`config.mk`:
```
export PLATFORM = sky130hd
export DESIGN_NAME = idle_pwr_ctl
export DESIGN_NICKNAME = d
export VERILOG_FILES = /design/src/rtl/idle_pwr_pkg.sv /design/src/rtl/idle_wake_detect.sv /design/src/rtl/idle_rst_merge.sv /design/src/rtl/idle_pwr_ctl.sv
export SDC_FILE = /design/constraint.sdc
export NUM_CORES = 1
export LEC_CHECK = 0
export ABC_CLOCK_PERIOD_IN_PS = 1750
export BUFFER_PORTS_ARGS = -buffer_cell sky130_fd_sc_hd__buf_2
export CELL_PAD_IN_SITES_DETAIL_PLACEMENT = 1
export CELL_PAD_IN_SITES_GLOBAL_PLACEMENT = 1
export CORE_ASPECT_RATIO = 1.2
export CORE_MARGIN = 10
export CORE_UTILIZATION = 28
export CTS_BUF_LIST = sky130_fd_sc_hd__clkbuf_8 sky130_fd_sc_hd__clkbuf_16
export DETAILED_ROUTE_END_ITERATION = 16
export GPL_TIMING_DRIVEN = 0
export PLACE_DENSITY_LB_ADDON = 0.1
export SYNTH_ARGS = -nofsm -noshare
export SYNTH_HDL_FRONTEND = slang
export SYNTH_HIERARCHICAL = 1
export SYNTH_SLANG_ARGS = --single-unit
```
`constraint.sdc`:
```
create_clock -name clk -period 1.75 [get_ports clk]
set_input_delay 0.35 -clock clk [delete_from_list [all_inputs] [get_ports clk]]
set_output_delay 0.35 -clock clk [all_outputs]
set_load 0.05 [all_outputs]
```
`src/rtl/idle_pwr_pkg.sv`:
```
package idle_pwr_pkg;

    localparam int unsigned REG_W    = 8;
    localparam int unsigned IDLE_BIT = 0;

    typedef enum logic [2:0] {
        PS_COLD  = 3'd0,
        PS_RESET = 3'd1,
        PS_RUN   = 3'd2,
        PS_PEND  = 3'd3,
        PS_IDLE  = 3'd4
    } pwr_state_e;

endpackage

```
`src/rtl/idle_wake_detect.sv`:
```
module idle_wake_detect #(
    parameter int unsigned NUM_IRQ = 5
) (
    input  logic [NUM_IRQ-1:0] req_i,
    input  logic [NUM_IRQ-1:0] en_i,
    output logic               hit_o
);
    logic [NUM_IRQ-1:0] armed;

    for (genvar k = 0; k < NUM_IRQ; k++) begin : g_line
        assign armed[k] = req_i[k] & en_i[k];
    end

    assign hit_o = |armed;
endmodule

```
`src/rtl/idle_rst_merge.sv`:
```
module idle_rst_merge #(
    parameter int unsigned NUM_SRC = 2
) (
    input  logic [NUM_SRC-1:0] src_i,
    output logic               any_o
);
    assign any_o = |src_i;
endmodule

```
`src/rtl/idle_pwr_ctl.sv`:
```
module idle_pwr_ctl
    import idle_pwr_pkg::*;
#(
    parameter int unsigned NUM_IRQ      = 5,
    parameter int unsigned MC_CLKS      = 12,
    parameter int unsigned RST_MCYC     = 2,
    parameter int unsigned STARTUP_CLKS = 64
) (
    input  logic               clk,
    input  logic               por_i,
    input  logic               ext_rst_i,
    input  logic               wdt_rst_i,
    input  logic               wr_en_i,
    input  logic [REG_W-1:0]   wr_data_i,
    input  logic               instr_end_i,
    input  logic [NUM_IRQ-1:0] irq_req_i,
    input  logic [NUM_IRQ-1:0] irq_en_i,
    output logic [REG_W-1:0]   rd_data_o,
    output logic               cpu_clk_en_o,
    output logic               per_clk_en_o,
    output logic               rst_o,
    output logic               wake_o
);
    localparam int unsigned RST_CLKS = MC_CLKS * RST_MCYC;
    localparam int unsigned MAX_CNT  = (STARTUP_CLKS > RST_CLKS) ? STARTUP_CLKS : RST_CLKS;
    localparam int unsigned CNT_W    = $clog2(MAX_CNT + 1);
    localparam logic [CNT_W-1:0] RST_LAST  = CNT_W'(RST_CLKS - 1);
    localparam logic [CNT_W-1:0] COLD_LAST = CNT_W'(STARTUP_CLKS - 1);

    typedef struct packed {
        pwr_state_e       state;
        logic [CNT_W-1:0] cnt;
        logic             idle;
        logic             wake;
    } ctl_t;

    ctl_t ctl_d, ctl_q;
    logic wake_hit;
    logic rst_req;
    logic new_idle;

    idle_wake_detect #(.NUM_IRQ(NUM_IRQ)) wake_i (
        .req_i (irq_req_i),
        .en_i  (irq_en_i),
        .hit_o (wake_hit)
    );

    idle_rst_merge #(.NUM_SRC(2)) rmerge_i (
        .src_i ({wdt_rst_i, ext_rst_i}),
        .any_o (rst_req)
    );

    always_comb begin
        ctl_d      = ctl_q;
        ctl_d.wake = 1'b0;
        new_idle   = wr_en_i ? wr_data_i[IDLE_BIT] : ctl_q.idle;
        if (por_i) begin
            ctl_d.state = PS_COLD;
            ctl_d.cnt   = '0;
            ctl_d.idle  = 1'b0;
        end else if (ctl_q.state == PS_COLD) begin
            if (ctl_q.cnt == COLD_LAST) begin
                ctl_d.state = PS_RESET;
                ctl_d.cnt   = '0;
            end else begin
                ctl_d.cnt = ctl_q.cnt + 1'b1;
            end
        end else if (rst_req) begin
            ctl_d.state = PS_RESET;
            ctl_d.cnt   = '0;
            ctl_d.idle  = 1'b0;
        end else begin
            case (ctl_q.state)
                PS_RESET: begin
                    if (ctl_q.cnt == RST_LAST) begin
                        ctl_d.state = PS_RUN;
                        ctl_d.cnt   = '0;
                    end else begin
                        ctl_d.cnt = ctl_q.cnt + 1'b1;
                    end
                end
                PS_RUN, PS_PEND: begin
                    ctl_d.idle = new_idle;
                    if (new_idle) begin
                        ctl_d.state = instr_end_i ? PS_IDLE : PS_PEND;
                    end else begin
                        ctl_d.state = PS_RUN;
                    end
                end
                PS_IDLE: begin
                    if (wake_hit) begin
                        ctl_d.state = PS_RUN;
                        ctl_d.idle  = 1'b0;
                        ctl_d.wake  = 1'b1;
                    end
                end
                default: begin
                    ctl_d.state = PS_RESET;
                    ctl_d.cnt   = '0;
                end
            endcase
        end
    end

    always_ff @(posedge clk) begin
        ctl_q <= ctl_d;
    end

    always_comb begin
        rd_data_o           = '0;
        rd_data_o[IDLE_BIT] = ctl_q.idle;
    end

    assign rst_o        = (ctl_q.state == PS_COLD) || (ctl_q.state == PS_RESET);
    assign cpu_clk_en_o = (ctl_q.state == PS_RUN) || (ctl_q.state == PS_PEND)
                       || (ctl_q.state == PS_RESET);
    assign per_clk_en_o = (ctl_q.state != PS_COLD);
    assign wake_o       = ctl_q.wake;

endmodule

```
==> out/metrics.cfg, run 1 <==
[status]
outcome=finished, final reports clean

[floorplanning]
core-area_mm2=0.00276
std_cell_rows=21
io_pins=36
die_y_um=78.2
die_area_mm2=0.00535
die_w_um=68.5
initial_core_util=0.286

[grt]
grt_pass1_vias=919
overflow=0
antenna_found_initial=0
grt_usage=0.0940
grt_max_degree=11
grt_pass1_wl_um=4110

[synth]
synth_compound_area_frac=0.239
synth_seq_area_share=0.304
synth.distinct_cells=38
ys_ff_latch=12
synth_cells=101
synthFlopType=dfxtp_1
syn_avg_cell_area_um2=7.82
syn-cell-area_um2=790
synthAdderAreaFrac=0.0158
ys.warnings.count=6
yosys-mux-area-fraction=0.0380
async_flop_share=0
yosys.area_share.xor_xnor=0
synthSimpleGateAreaFrac=0.265
synth_top_family_by_area=simple AND/OR/NAND/NOR gates
synth_edf_count=0

[place]
pre_cts_ws_ns=-0.278
dp.cells=161
finalWeightedCongestion=0.714
portBuffers=20
dp_hpwl_um=1870
placed_area_um2=978

[routing]
drtIter0Drc=38
postRouteAntennaNets=0
vias=844
routed_via_density=5.05
wl_per_cell_um=14.6
dr.pass1.iters=4
post-route-drc-count=0
routed_wl_um=2450

[sta]
post-route-period-util=0.964
fmax_mhz=593
final.min_clock_period_ns=1.69
setup_ws_ns=0.0626
rsz0062_at_grt=true
setup-violations-final=0
slew_headroom=0.658
maxSlewViolCount=0
finalHoldViolations=0
final.setup_skew_ns=0.00133
tightest_slew_ns=0.513

[hold_path]
hold-path-endpoint=ctl_q[10]
hold_depth=3
hp-start=ext_rst_i
hold_class=primary input to flip-flop

[clock_tree]
cts_buffers=3
clock-root-buffer=clkbuf_8
clk_pin_slew_ns=0.06
clock_path_buffers=2
insertion_delay_ns=0.24
ctsHtreeMaxLevel=1
clock_sinks=12
cts_tree=done

[setup_path]
worstSetupEndpointType=flip-flop
cp_max_fo=10
r2r_setup_slack_ns=0.06
worstPathArrival_ns=1.85
timing.rr.start=ctl_q[9]
criticalPathCategory=flip-flop to flip-flop
critPathRequiredTime_ns=1.91
worst_r2r_path_depth=4
rr_endpoint=ctl_q[9]
cp-start-kind=flip-flop

[power_and_ir_drop]
peakVddDrop_mv=0.393
p_per_area_mw_per_mm2=766
power_leakage_nw=0.449

[layout]
num_antenna_cells=0
design_area_mm2=0.00114
multi_input_area_um2=556
nFillCells=350
instances_no_fill=167
layout-drive-gt1-share=0.421
seqCellArea_um2=253
nNetsFinal=159
syn_to_final_growth_pct=44.5

[run]
cap_violations=0

-- stage by stage --
step                       util  hold slack [ns]  TNS [ns]  power (W)
after floorplan               -            0.465         0   0.000493
after global placement    0.355            0.485     -1.91   0.000543
after detailed placement  0.355            0.494     -1.95   0.000547
after CTS                 0.393            0.506  -0.00676   0.000870
after global routing      0.414            0.490   -0.0275   0.000932
final                     0.414            0.482         0   0.000874
-- registers in the layout, summed over array words and instances (netlist names) --
signal,cells
ctl_q,10
rd_data_o,1
wake_o,1
-- cell type report --
class	count	share of cell area
inverters	5	0.0164
clock buffers	4	0.0482
plain buffers	11	0.0691
flip-flops and latches	12	0.221
repair buffers	25	0.121
multi-input cells	76	0.487
well taps	34	0.0373
-- metal layers --
metal / vias to the layer above / GRT usage / part of all wire
met2: 11 / 0.165 / 0.55
met4: 0 / 0.0302 / 0.0057
met3: 2 / 0.0170 / 0.032
li1: 425 / - / -
met1: 406 / 0.108 / 0.41
met5: - / 0 / 0
-- worst max-delay path, cell delays in order (launching register included) --
cell and delay, ns:
dfxtp_4 0.38, or3b_4 0.43, or3_4 0.34, or3b_4 0.27, mux2i_1 0.18
-- cells by family (layout without fill, tap and decap cells) --
family | count (synthesis) | count (layout)
AND/OR/NAND/NOR | 38 | 38
multiplexers | 3 | 3
other | 1 | 7
adder cells (fa/ha/maj) | 1 | 1
buffers and inverters | 19 | 45
flip-flops | 12 | 12
AO/OA/AOI/OAI | 27 | 27
-- worst max path at each step --
stage                               to  startpoint
after CTS                 per_clk_en_o   ctl_q[11]
after floorplan              ctl_q[10]    ctl_q[3]
after global placement        ctl_q[9]   wdt_rst_i
after detailed placement      ctl_q[9]   wdt_rst_i
final                         ctl_q[9]    ctl_q[9]
after global routing          ctl_q[9]    ctl_q[9]
-- power breakdown --
part / internal [W] / switching [W]
Combinational: 0.0000991 / 0.000148
Sequential: 0.000293 / 0.0000298
Clock: 0.000199 / 0.000105
Total: 0.000591 / 0.000283
-- synth_stat cells, types with 2 or more instances --
library cell / instances / area, um2
a21oi_1: 6 / 30.0
buf_2: 3 / 15.0
buf_4: 8 / 60.1
clkbuf_1: 3 / 11.3
dfxtp_1: 12 / 240
inv_1: 4 / 15.0
mux2i_1: 3 / 30.0
nand2_1: 10 / 37.5
nand3_1: 4 / 20.0
nor2_1: 6 / 22.5
nor3_1: 2 / 10.0
nor4_1: 2 / 12.5
nor4b_1: 2 / 17.5
o21ai_0: 6 / 30.0
o31ai_1: 3 / 22.5
or3_1: 3 / 18.8
or3b_1: 2 / 17.5
or4_1: 2 / 15.0
-- layout by cell type, fill, tap and decap left out, drive strengths merged --
| master | Yosys | layout |
|---|---|---|
| nand2b | 1 | 1 |
| a222oi | 1 | 1 |
| mux2i | 3 | 3 |
| dfxtp | 12 | 12 |
| nand3 | 4 | 4 |
| o21bai | 1 | 1 |
| nand2 | 10 | 10 |
| or2 | 1 | 1 |
| a31oi | 1 | 1 |
| o21a | 1 | 1 |
| or4 | 2 | 2 |
| o221ai | 1 | 1 |
| nor4b | 2 | 2 |
| ha | 1 | 1 |
| conb | 1 | 7 |
| nor2 | 6 | 6 |
| o31ai | 3 | 3 |
| nor3b | 1 | 1 |
| nand3b | 1 | 1 |
| nor3 | 2 | 2 |
| a21oi | 6 | 6 |
| inv | 5 | 5 |
| a2111oi | 2 | 2 |
| or3b | 2 | 2 |
| nor4 | 2 | 2 |
| o21ai | 6 | 6 |
| or3 | 3 | 3 |
| a22oi | 1 | 1 |
| a41oi | 1 | 1 |
| buf | 11 | 34 |
| clkbuf | 3 | 6 |
| or4b | 1 | 1 |
| a21o | 1 | 1 |
| o211ai | 1 | 1 |
| o41a | 1 | 1 |
-- timing repair --
action                                  CTS  global route
gates resized for setup                   9            11
pin swaps                                 2             3
endpoints found under the setup margin    9            10
setup buffers                             3             2
hold buffers                              0             0
No activity file was read; power rests on OpenSTA's default activity.
==> run 2: changes to the inputs <==
Settings changed: CTS_BUF_LIST sky130_fd_sc_hd__clkbuf_8 sky130_fd_sc_hd__clkbuf_16 to default.
==> out/metrics.cfg, run 2 (same netlist as run 1, synthesis figures left out) <==
[layout]
syn_to_final_growth_pct=49.1  ; was 44.5%
nFillCells=353  ; was 350
layout_commonest_cell=buf_4  ; was buf_2
largest_reg_flops=10  ; unchanged
num_antenna_cells=0  ; unchanged
instances_no_fill=175  ; was 167
design_area_mm2=0.00118  ; was 0.00114 mm2
registers.top_by_ff_count=ctl_q  ; unchanged
final_cell_mix=buf_4, buf_2, nand2_1, conb_1, dfxtp_1  ; was buf_2, buf_4, nand2_1, dfxtp_1, conb_1
layout-drive-gt1-share=0.461  ; was 0.421
nNetsFinal=167  ; was 159

[sta]
rsz0062_at_grt=true  ; unchanged
maxSlewViolCount=0  ; unchanged
finalHoldViolations=0  ; unchanged
final.min_clock_period_ns=1.70  ; was 1.69 ns
fmax_mhz=588  ; was 593 MHz
post-route-period-util=0.971  ; was 0.964
setup-violations-final=0  ; unchanged
final.setup_skew_ns=0.00564  ; was 0.00133 ns

[floorplanning]
initial_core_util=0.286  ; unchanged
die_y_um=78.2  ; unchanged
core-area_mm2=0.00276  ; unchanged
io_pins=36  ; unchanged
die_area_mm2=0.00535  ; unchanged
die_w_um=68.5  ; unchanged
std_cell_rows=21  ; unchanged

[clock_tree]
postCtsHoldBufs=0  ; unchanged
cts_buffers=3  ; unchanged
insertion_delay_ns=0.28  ; was 0.24 ns
clock_path_buffers=2  ; unchanged
clock_sinks=12  ; unchanged
ctsHtreeMaxLevel=1  ; unchanged
clock-root-buffer=clkbuf_4  ; was clkbuf_8
cts_tree=done  ; unchanged
clk_pin_slew_ns=0.09  ; was 0.06 ns

[grt]
grt_pass1_vias=924  ; was 919
grt_usage=0.0979  ; was 0.0940
grt_pass1_wl_um=4170  ; was 4110 um
grt_max_degree=11  ; unchanged
antenna_found_initial=0  ; unchanged
overflow=0  ; unchanged

[run]
cap_violations=0  ; unchanged

[setup_path]
cp_common_cell=or3b_4  ; unchanged
r2r_setup_slack_ns=0.05  ; was 0.06 ns
criticalPathCategory=flip-flop to flip-flop  ; unchanged
cp_max_fo=7  ; was 10
crit_chain=buf_8 -> or3b_4 -> or3_4 -> or3b_4 -> mux2i_1  ; was or3b_4 -> or3_4 -> or3b_4 -> mux2i_1
worstSetupEndpointType=flip-flop  ; unchanged
cp_slowest_cell=or3b_4  ; unchanged
cp_top_family=simple AND/OR/NAND/NOR gates  ; unchanged
critPathRequiredTime_ns=1.96  ; was 1.91 ns
cpPeakStageDelay_ns=0.41  ; was 0.43 ns
worstPathArrival_ns=1.91  ; was 1.85 ns
crit_buf_inv=1  ; was 0
cp-start-kind=flip-flop  ; unchanged

[routing]
postRouteAntennaNets=0  ; unchanged
routed_via_density=5.10  ; was 5.05
drtIter0Drc=48  ; was 38
vias=893  ; was 844
dr.pass1.iters=4  ; unchanged
routed_wl_um=2590  ; was 2450 um
post-route-drc-count=0  ; unchanged
wl_per_cell_um=14.8  ; was 14.6 um

[power_and_ir_drop]
power_leakage_nw=0.484  ; was 0.449 nW
peakVddDrop_mv=0.423  ; was 0.393 mV
p_per_area_mw_per_mm2=697  ; was 766 mW/mm2
finalPower_w=0.000821  ; was 0.000874 W

[place]
dp.cells=161  ; unchanged
portBuffers=20  ; unchanged
placed_area_um2=978  ; unchanged
finalWeightedCongestion=0.714  ; unchanged
dp_hpwl_um=1870  ; unchanged

[hold_path]
hold_class=primary input to flip-flop  ; unchanged

[status]
outcome=finished, final reports clean  ; unchanged

[run 2: final cells by class]
| class | instances | area [um2] | share of cell area |
|---|---|---|---|
| Clock buffer | 4 | 36.3 | 0.0308 |
| Sequential cell | 12 | 246 | 0.209 |
| Inverter | 5 | 18.8 | 0.0159 |
| Multi-Input combinational cell | 76 | 543 | 0.461 |
| Buffer | 12 | 97.6 | 0.0829 |
| Timing Repair Buffer | 32 | 193 | 0.164 |
| Tap cell | 34 | 42.5 | 0.0361 |
[run 2: power by group]
part           internal, W  total [W]  leakage [nW]  switching (W)
Sequential        0.000293   0.000320        0.0993      0.0000270
Clock             0.000127   0.000235        0.0210       0.000108
Combinational     0.000113   0.000266         0.364       0.000152
[run 2: layer usage]
layer,global-route usage,vias up,share of wire
met4,0.0423,0,0.014
met2,0.169,13,0.55
li1,-,437,-
met3,0.0213,4,0.034
met1,0.109,439,0.40
met5,0,-,0
[run 2: worst paths after layout]
check,start,cells after the start,endpoint
worst max register to register,ctl_q[10],5,ctl_q[9]
worst min register to register,ctl_q[7],2,ctl_q[7]
worst max-delay path,ctl_q[10],5,ctl_q[9]
worst min-delay path,ext_rst_i,3,ctl_q[10]
[run 2: metrics by stage]
| step | setup TNS [ns] | setup slack [ns] | hold WS, ns | util |
|---|---|---|---|---|
| finish | 0 | 0.0505 | 0.430 | 0.427 |
| global route | -0.0768 | -0.0463 | 0.426 | 0.427 |
| CTS | 0 | 0.000238 | 0.438 | 0.394 |
| detailed placement | -1.95 | -0.278 | 0.494 | 0.355 |
| global placement | -1.91 | -0.271 | 0.485 | 0.355 |
| floorplan | 0 | 0.0298 | 0.465 | - |
[run 2: what timing repair did]
action,in CTS,in global routing
gates resized for setup,10,14
pin swaps,5,3
setup buffers,6,6
setup endpoints to repair,10,10
[run 2: tightest hold or removal path, delay by kind of cell]
family / cells / cell delay, ns
and+or+nand+nor: 1 / 0.18
buffers and inverters: 1 / 0.08
AOI/OAI and AO/OA: 1 / 0.06
